[config.mk]
export PLATFORM = sky130hd
export DESIGN_NAME = mac_lane
export DESIGN_NICKNAME = d
export VERILOG_FILES = /design/src/rtl/mac_pkg.sv /design/src/rtl/mac_mult.sv /design/src/rtl/mac_extract.sv /design/src/rtl/mac_lane.sv
export SDC_FILE = /design/constraint.sdc
export NUM_CORES = 1
export LEC_CHECK = 0
export ABC_AREA = 0
export CELL_PAD_IN_SITES_DETAIL_PLACEMENT = 0
export CELL_PAD_IN_SITES_GLOBAL_PLACEMENT = 2
export CORE_UTILIZATION = 38
export DETAILED_ROUTE_END_ITERATION = 10
export PLACE_DENSITY_LB_ADDON = 0.05
export SYNTH_ARGS = -nofsm -noshare
export SYNTH_HDL_FRONTEND = slang
export SYNTH_HIERARCHICAL = 1
export SYNTH_SLANG_ARGS = --single-unit
export TNS_END_PERCENT = 1
[constraint.sdc]
create_clock -name clk -period 13.2 [get_ports clk]
set_input_delay 2.64 -clock clk [delete_from_list [all_inputs] [get_ports clk]]
set_output_delay 2.64 -clock clk [all_outputs]
set_load 0.005 [all_outputs]
[src/rtl/mac_pkg.sv]
package mac_pkg;

    typedef enum logic [1:0] {
        OP_LOAD = 2'b00,
        OP_ACC  = 2'b01,
        OP_MUL  = 2'b10,
        OP_PEEK = 2'b11
    } mac_op_e;

endpackage

[src/rtl/mac_mult.sv]
module mac_mult #(
    parameter int OP_W  = 16,
    parameter int ACC_W = 40
) (
    input  logic [OP_W-1:0]         a_i,
    input  logic [OP_W-1:0]         b_i,
    input  logic                    frac_i,
    output logic signed [ACC_W-1:0] prod_o
);
    localparam int PROD_W = 2 * OP_W;
    localparam logic [PROD_W-1:0] WORD_MAX = {1'b0, {(PROD_W-1){1'b1}}};

    logic signed [PROD_W-1:0] raw_d;
    logic signed [PROD_W-1:0] word_d;

    always_comb begin
        raw_d = PROD_W'($signed(a_i)) * PROD_W'($signed(b_i));
        if (!frac_i) begin
            word_d = raw_d;
        end else if (raw_d[PROD_W-1:PROD_W-2] == 2'b01) begin
            // only min*min reaches here: doubling would flip the sign
            word_d = WORD_MAX;
        end else begin
            word_d = {raw_d[PROD_W-2:0], 1'b0};
        end
        prod_o = ACC_W'(word_d);
    end

    // the single overflowing fractional product pins to the largest word
    always_comb begin
        if (frac_i && a_i == {1'b1, {(OP_W-1){1'b0}}} && b_i == {1'b1, {(OP_W-1){1'b0}}})
            p_frac_minmin_r4: assert (prod_o == ACC_W'(WORD_MAX));
    end

endmodule

[src/rtl/mac_extract.sv]
module mac_extract #(
    parameter int ACC_W  = 40,
    parameter int WORD_W = 32,
    parameter int HALF_W = 16
) (
    input  logic signed [ACC_W-1:0] src_i,
    input  logic                    frac_i,
    input  logic                    half_i,
    input  logic                    rnd_i,
    output logic [WORD_W-1:0]       res_o,
    output logic                    sat_o
);
    localparam int EXT_W = ACC_W + 1;
    localparam logic signed [EXT_W-1:0] RND_K = EXT_W'(1) << (HALF_W - 1);
    localparam logic [WORD_W-1:0] W_MAX = {1'b0, {(WORD_W-1){1'b1}}};
    localparam logic [WORD_W-1:0] W_MIN = {1'b1, {(WORD_W-1){1'b0}}};
    localparam logic [HALF_W-1:0] H_MAX = {1'b0, {(HALF_W-1){1'b1}}};
    localparam logic [HALF_W-1:0] H_MIN = {1'b1, {(HALF_W-1){1'b0}}};

    logic signed [EXT_W-1:0] ext_d;
    logic signed [EXT_W-1:0] biased_d;
    logic                    fit_w_d;
    logic                    fit_h_d;
    logic [WORD_W-1:0]       word_d;
    logic [HALF_W-1:0]       hi_d;
    logic [HALF_W-1:0]       lo_d;

    always_comb begin
        ext_d    = EXT_W'(src_i);
        biased_d = ext_d + ((half_i && rnd_i) ? RND_K : '0);
        fit_w_d  = (&biased_d[EXT_W-1:WORD_W-1]) | ~(|biased_d[EXT_W-1:WORD_W-1]);
        fit_h_d  = (&ext_d[EXT_W-1:HALF_W-1]) | ~(|ext_d[EXT_W-1:HALF_W-1]);
        word_d   = fit_w_d ? biased_d[WORD_W-1:0] : (biased_d[EXT_W-1] ? W_MIN : W_MAX);
        hi_d     = word_d[WORD_W-1:WORD_W-HALF_W];
        lo_d     = fit_h_d ? ext_d[HALF_W-1:0] : (ext_d[EXT_W-1] ? H_MIN : H_MAX);

        if (!half_i) begin
            res_o = word_d;
            sat_o = !fit_w_d;
        end else if (frac_i || rnd_i) begin
            res_o = {{(WORD_W-HALF_W){hi_d[HALF_W-1]}}, hi_d};
            sat_o = !fit_w_d;
        end else begin
            res_o = {{(WORD_W-HALF_W){lo_d[HALF_W-1]}}, lo_d};
            sat_o = !fit_h_d;
        end
    end

    // a flagged word is always one of the two rails
    always_comb begin
        if (sat_o && !half_i)
            p_word_rail_r11: assert (res_o == W_MAX || res_o == W_MIN);
        if (sat_o && half_i && !frac_i && !rnd_i)
            p_half_rail_r9: assert (res_o[HALF_W-1:0] == H_MAX || res_o[HALF_W-1:0] == H_MIN);
        if (half_i)
            p_half_signext_r8: assert (res_o[WORD_W-1:HALF_W] == {(WORD_W-HALF_W){res_o[HALF_W-1]}});
    end

endmodule

[src/rtl/mac_lane.sv]
module mac_lane #(
    parameter int OP_W    = 16,
    parameter int GUARD_W = 8
) (
    input  logic                   clk,
    input  logic                   rst,
    input  logic                   en_i,
    input  logic [1:0]             op_i,
    input  logic [OP_W-1:0]        a_i,
    input  logic [OP_W-1:0]        b_i,
    input  logic                   frac_i,
    input  logic                   half_i,
    input  logic                   rnd_i,
    output logic [2*OP_W+GUARD_W-1:0] acc_o,
    output logic [2*OP_W-1:0]      res_o,
    output logic                   sat_o
);
    import mac_pkg::*;

    localparam int WORD_W = 2 * OP_W;
    localparam int ACC_W  = WORD_W + GUARD_W;

    typedef struct packed {
        logic signed [ACC_W-1:0] acc;
        logic signed [ACC_W-1:0] src;
        logic                    frac;
        logic                    half;
        logic                    rnd;
    } lane_st_t;

    lane_st_t                st_d, st_q;
    logic signed [ACC_W-1:0] prod_d;
    mac_op_e                 op_d;

    mac_mult #(.OP_W(OP_W), .ACC_W(ACC_W)) i_mult (
        .a_i    (a_i),
        .b_i    (b_i),
        .frac_i (frac_i),
        .prod_o (prod_d)
    );

    always_comb begin
        op_d = mac_op_e'(op_i);
        st_d = st_q;
        if (rst) begin
            st_d = '0;
        end else if (en_i) begin
            st_d.frac = frac_i;
            st_d.half = half_i;
            st_d.rnd  = rnd_i;
            unique case (op_d)
                OP_LOAD: begin
                    st_d.acc = prod_d;
                    st_d.src = prod_d;
                end
                OP_ACC: begin
                    st_d.acc = st_q.acc + prod_d;
                    st_d.src = st_q.acc + prod_d;
                end
                OP_MUL: begin
                    st_d.src = prod_d;
                end
                default: begin
                    st_d.src = st_q.acc;
                end
            endcase
        end
    end

    always_ff @(posedge clk) begin
        st_q <= st_d;
    end

    mac_extract #(.ACC_W(ACC_W), .WORD_W(WORD_W), .HALF_W(OP_W)) i_extract (
        .src_i  (st_q.src),
        .frac_i (st_q.frac),
        .half_i (st_q.half),
        .rnd_i  (st_q.rnd),
        .res_o  (res_o),
        .sat_o  (sat_o)
    );

    assign acc_o = st_q.acc;

    p_reset_clear_r1: assert property (@(posedge clk)
        rst |=> (acc_o == '0 && res_o == '0 && !sat_o));

    p_load_r2: assert property (@(posedge clk) disable iff (rst)
        (en_i && op_i == 2'b00) |=> (acc_o == $past(prod_d)));

    p_accum_r3: assert property (@(posedge clk) disable iff (rst)
        (en_i && op_i == 2'b01) |=> (acc_o == ACC_W'($past(acc_o) + $past(prod_d))));

    p_mul_keeps_acc_r5: assert property (@(posedge clk) disable iff (rst)
        (en_i && op_i == 2'b10) |=> $stable(acc_o));

    p_idle_hold_r6: assert property (@(posedge clk) disable iff (rst)
        !en_i |=> ($stable(acc_o) && $stable(res_o) && $stable(sat_o)));

endmodule

Word-level counts from Yosys, hierarchy flattened
Cells that the tools add are included.
{"block": "word_totals", "regBits": 83, "latchBits": 0, "mem_bits_rw": 0, "rom_bits": 0, "mem_count": 0}
{"block": "op_classes", "n_addsub": 2, "n_mul": 1, "div_mod_pow": 0, "order_cmp": 0, "n_eq_ne": 3, "n_shift": 0, "muxes": 13, "bitwise": 4, "n_reduce_logical": 12}
{"op": "$mux 32", "count": 6}
{"op": "$pmux 40 s2", "count": 2}
{"op": "$mux 16", "count": 3}
{"op": "$add 41x41->41", "count": 1}
{"op": "$add 40x32->40", "count": 1}
{"op": "$mul 16x16->32", "count": 1}
{"op": "$reduce_and 25->1", "count": 1}
{"op": "$reduce_or 25->1", "count": 1}
{"op": "$reduce_and 10->1", "count": 1}
{"op": "$reduce_or 10->1", "count": 1}
{"op": "$eq 2x1->1 const B", "count": 2}
{"op": "$eq 2x2->1 const B", "count": 1}
{"op": "$logic_not 1->1", "count": 2}
{"op": "$logic_not 2->1", "count": 1}
{"op": "$mux 1", "count": 2}
{"op": "$not 1->1", "count": 2}
{"op": "$or 1x1->1", "count": 2}
{"op": "$reduce_and 2->1", "count": 1}
{"op": "$reduce_bool 2->1", "count": 1}
{"op": "$reduce_or 2->1", "count": 1}
{"op": "$logic_and 1x1->1", "count": 1}
{"op": "$logic_or 1x1->1", "count": 1}

Longest topological paths before layout
{"block": "logic_depth", "depth_word": 9, "ltp_mapped": 36}

Cells and area by module
Netlist, hierarchy kept.
{"mod": "mac_mult", "instances": 1, "cells_per_inst": 1236, "area_each_um2": 10744.1, "seq_area_each_um2": 0.0}
{"mod": "mac_lane", "instances": 1, "cells_per_inst": 782, "area_each_um2": 6173.4, "seq_area_each_um2": 1661.6}
{"mod": "mac_extract", "instances": 1, "cells_per_inst": 183, "area_each_um2": 1216.2, "seq_area_each_um2": 0.0}

Least setup slack after synthesis
No wires, ideal clock.
{"block": "synth_timing", "path_kind": "in2reg", "from": "input port a_i[15]", "to": "register st_q[41] (netlist name)", "setup_ns": 0.091, "arrival_time_ns": 10.669, "t_required_ns": 13.109, "slack_ns": 2.440, "path_stages": 31, "path_buffers": 3, "path_cell_list": "clkbuf_1 > nand2_1 > inv_1 > fa_1 > fa_1 > fa_1 > fa_1 > fa_1 > inv_1 > fa_1 > inv_1 > ha_1 > a2111oi_0 > o31ai_1 > o22ai_1 > a21oi_1 > a21oi_2 > mux2i_1 > or2_2 > a211oi_1 > buf_4 > ha_1 > buf_2 > and3_1 > nand2_1 > o31a_1 > o21ai_0 > a31oi_4 > xnor2_2 > a22oi_2 > a311oi_1"}
{"block": "synth_via", "elab_chain_cells": 6}
{"element": "from (decl)", "line": "mac_lane.sv:9", "source": "input logic [OP_W-1:0] a_i,"}
{"element": "$mul 16x16->32 *", "line": "mac_mult.sv:17", "source": "raw_d = PROD_W'($signed(a_i)) * PROD_W'($signed(b_i));"}
{"element": "$eq 2x1->1", "line": "mac_mult.sv:20", "source": "end else if (raw_d[PROD_W-1:PROD_W-2] == 2'b01) begin"}
{"element": "$mux 32", "line": "mac_mult.sv:20"}
{"element": "$mux 32 *", "line": "mac_mult.sv:18", "source": "if (!frac_i) begin"}
{"element": "net prod_d[31]", "line": "mac_lane.sv:32", "source": "logic signed [ACC_W-1:0] prod_d;"}
{"element": "$add 40x32->40", "line": "mac_lane.sv:58", "source": "st_d.src = st_q.acc + prod_d;"}
{"element": "$pmux 40 s2 *", "line": "mac_lane.sv:51", "source": "unique case (op_d)"}
{"element": "to (signal assigned)", "line": "mac_lane.sv:71", "source": "st_q <= st_d;"}
{"element": "to (decl)", "line": "mac_lane.sv:31", "source": "lane_st_t st_d, st_q;"}
The timed path passes the listed nets; every way through them passes the cells marked *.
A chain may end at the register's enable or synchronous reset.

Final worst setup path
{"block": "layout_timing", "from": "input port b_i[4]", "to": "register st_q (netlist bit acc_o[32])"}
{"block": "layout_via", "elab_chain_cells": 6}
{"element": "from (decl)", "line": "mac_lane.sv:10", "source": "input logic [OP_W-1:0] b_i,"}
{"element": "$mul 16x16->32", "line": "mac_mult.sv:17"}
{"element": "$eq 2x1->1", "line": "mac_mult.sv:20"}
{"element": "$mux 32", "line": "mac_mult.sv:20"}
{"element": "$mux 32", "line": "mac_mult.sv:18"}
{"element": "net prod_d[0]", "line": "mac_lane.sv:32"}
{"element": "$add 40x32->40", "line": "mac_lane.sv:57", "source": "st_d.acc = st_q.acc + prod_d;"}
{"element": "$pmux 40 s2", "line": "mac_lane.sv:51"}
The timed path passes the listed nets, and every way through them passes these cells.

==> impl_metrics.csv <==
group,metric,value,unit
timing,worst_pin_slew,1.045,ns
run_status,outcome,"finished with violations",
logic_synthesis,avgSynthCellArea,8.239,sq um
logic_synthesis,synth_adder_area_share,37.52,%
global_routing,grt_busiest_layer,"met2",
floorplanning,dieArea,48600,sq um
setup_path,r2r_start,"acc_o[0]",
global_routing,grtUsageMet1,32.73,%
logic_synthesis,synth_cell_types,96,
clock_network,clock_latency,0.37,ns
global_routing,grt_max_degree,84,
logic_synthesis,synth_simple_gate_area_share,19.13,%
clock_network,cts_root_buf,"clkbuf_16",
setup_path,ff2ff_path_depth,11,
hold_path,hold_start,"st_q[12]",
timing,relSlewSlack,30.30,%
setup_path,cp-end-kind,"flop",
final_layout,fin_nets,2613,
global_routing,met3_usage,2.323,%
routing,via_per_inst,5.432,
clock_network,cts_hold_buf,0,
logic_synthesis,yosysTopAreaCell,"fa_1",
logic_synthesis,synth_seq_cells,83,
floorplanning,core,46850,sq um
logic_synthesis,async_reset_ff_share,0,%
routing,dr.pass1.iters,8,
routing,routed_wl,53540,um
routing,drtIter0Drc,951,
timing,fin_crit_sh,93.80,%
clock_network,post_cts_buffers,0,
floorplanning,io_pins,113,
logic_synthesis,netlist_instances,2201,
timing,rsz0062_at_grt,"no",
timing,setup_violations,0,
global_routing,grt_pass1_vias,15670,
hold_path,hold_path.class,"flop to flop",
logic_synthesis,synth_ff_type,"dfxtp_1",
timing,clock_skew,0.009180,ns
global_routing,track_usage,23.06,%
floorplanning,rows,79,
setup_path,arrival,12.58,ns
logic_synthesis,synth.area.top_cells,"fa_1 29%, dfxtp_1 9.2%, ha_1 8.5%, inv_1 6.4%, nand2_1 5.2%",
clock_network,ctsResizeCount,0,
place,hpwl,43000,um
global_routing,antenna_found_initial,1,
setup_path,slowest_stage,"clkdlybuf4s50_1",
logic_synthesis,netlist_area,18130,sq um
final_layout,drive_gt1_share,5.976,%
run_status,failed_checks,"DRC",
final_layout,area_growth,8.453,%
timing,timing.fmax,0.08076,GHz
timing,hold_viol,0,
floorplanning,die_h,220.5,um
setup_path,required,13.40,ns
global_routing,grt_util_met2,38.33,%
setup_path,criticalPathCategory,"primary input to flop",
final_layout,diodes,0,
floorplanning,die_w,220.5,um
setup_path,rrSetupSlack,10.01,ns
logic_synthesis,ys_seq_area_share,9.163,%
setup_path,critPathMostFrequentCell,"fa_1",
routing,drcViolationCount,5,
clock_network,clockBufferDepth,2,
logic_synthesis,synth_fp_nets,2627,
routing,num_vias,15200,
timing,fin_crit,12.38,ns
routing,wl_per_cell,19.13,um
clock_network,cts_tree,"yes",
clock_network,cts_htree_levels,3,
setup_path,start_kind,"primary input",
clock_network,clock_sinks,83,
logic_synthesis,synth_top_area_share,29.03,%
setup_path,critical-path-max-stage-delay,0.96,ns
timing,slew_viol_final,0,
global_routing,grt_remaining_overflow,0,
global_routing,grt_pass1_wl,86600,um
routing,ant_nets,0,
timing,fin_setup_tns,0,ns
logic_synthesis,ys_warn_count,6,
job,cap_violations,0,
logic_synthesis,synth_top_family_by_area,"adder cells",
place,io_buffers,112,
setup_path,reg2reg_to,"acc_o[32]",
setup_path,cp_max_fo,30,
logic_synthesis,muxShareOfSynthArea,0.7176,%
floorplanning,start_util,38.70,%
logic_synthesis,synth_compound_area_share,18.12,%
logic_synthesis,synthXorXnorAreaFrac,4.078,%
clock_network,cts_buffers,9,
place,place_congestion,0.8857,
clock_network,clk_transition_reported_paths,0.07,ns
hold_path,holdPathStages,2,
hold_path,hold_end,"st_q[12]",
timing,whs,0.4924,ns
logic_synthesis,synth-edff-count,0,
cell usage in the layout, fill, tap and decap left out, types with 29 or more instances in the layout:
master / count
xnor2_1: 50
a211oi_1: 41
and2_1: 128
o21ai_0: 69
nor2_1: 155
dfxtp_1: 83
nand2_1: 250
fa_1: 263
nand4_1: 30
inv_1: 308
clkdlybuf4s50_1: 110
buf_4: 29
ha_1: 123
a21oi_1: 101
nor3_1: 33
synth_stat cells (8+ instances only):
library cell,count
a21oi_1,101
a21o_1,19
mux2i_1,13
xor2_1,28
nor2b_1,11
fa_1,263
ha_1,123
o211ai_1,20
buf_2,17
nand3_2,11
a211oi_1,42
a31oi_1,11
a221o_1,11
a311oi_1,19
xnor2_1,50
and2_1,128
nor2_1,157
dfxtp_1,83
and3_1,10
buf_4,50
o21a_1,11
a211o_1,11
o21bai_1,10
o21ai_0,69
nand2_1,250
a22o_1,8
nor3_1,33
nand4_1,30
or3_1,8
inv_1,308
clkbuf_1,88
nand3_1,27
a21oi_2,13
a22oi_1,11
final cells by class:
| cell class | count | area, sq um |
|---|---|---|
| clock buffers | 10 | 239.0 |
| multi-input cells | 1643 | 14450 |
| clock inverters | 6 | 72.57 |
| fillers | 4878 | 27190 |
| inverters | 309 | 1160 |
| repair buffers | 141 | 1329 |
| flip-flops and latches | 83 | 1662 |
| well taps | 607 | 759.5 |
registers in the layout, indices dropped and copies added (netlist names):
signal and count:
acc_o 40, st_q 43
critical path: cells and delay by family:
| kind | cells | cell delay (ns) |
|---|---|---|
| buf+inv | 4 | 1.12 |
| fa+ha+maj | 9 | 4.49 |
| compound gates | 7 | 2.01 |
| simple gates | 11 | 2.29 |
stage by stage:
step / setup WS, ns / std cells / util [%] / area (sq um)
final: 0.8181 / 2799 / 41.98 / 19670
after global routing: 0.2701 / 2799 / 41.98 / 19670
after CTS: 0.8486 / 2799 / 41.98 / 19670
after detailed placement: 0.4807 / 2783 / 41.31 / 19350
after global placement: 0.7272 / 2783 / 41.31 / 19350
after floorplan: 2.440 / 2201 / - / 18130
worst max-delay path by stage:
stage               cells after the start  slack [ns]    start   endpoint
global route                           31        0.27   b_i[4]  acc_o[32]
detailed placement                     31        0.48   b_i[4]   st_q[31]
finish                                 31        0.82   b_i[4]  acc_o[32]
floorplan                              31        2.44  a_i[15]   st_q[41]
global placement                       31        0.73   b_i[4]  acc_o[32]
CTS                                    31        0.85   b_i[4]  acc_o[32]
routing by layer:
metal  part of all wire (%)  up-vias  wire length (um)
li1                       -     7238                 -
met1                     48     7655             25700
met2                     47      270             25290
met3                    3.5       41              1877
met4                    1.3        0               670
met5                      0        -                 0
kinds of logic (layout without fill, tap and decap cells):
kind of cell,Yosys count,after routing
AO/OA/AOI/OAI,452,452
flip-flops,83,83
multiplexers,13,13
adder cells (fa/ha/maj),386,386
XOR/XNOR,81,81
AND/OR/NAND/NOR,711,711
buffers and inverters,475,466
Power is left out: the tool's default activity adds up to more than one toggle a clock period on the data nets, which glitch-free logic cannot reach.
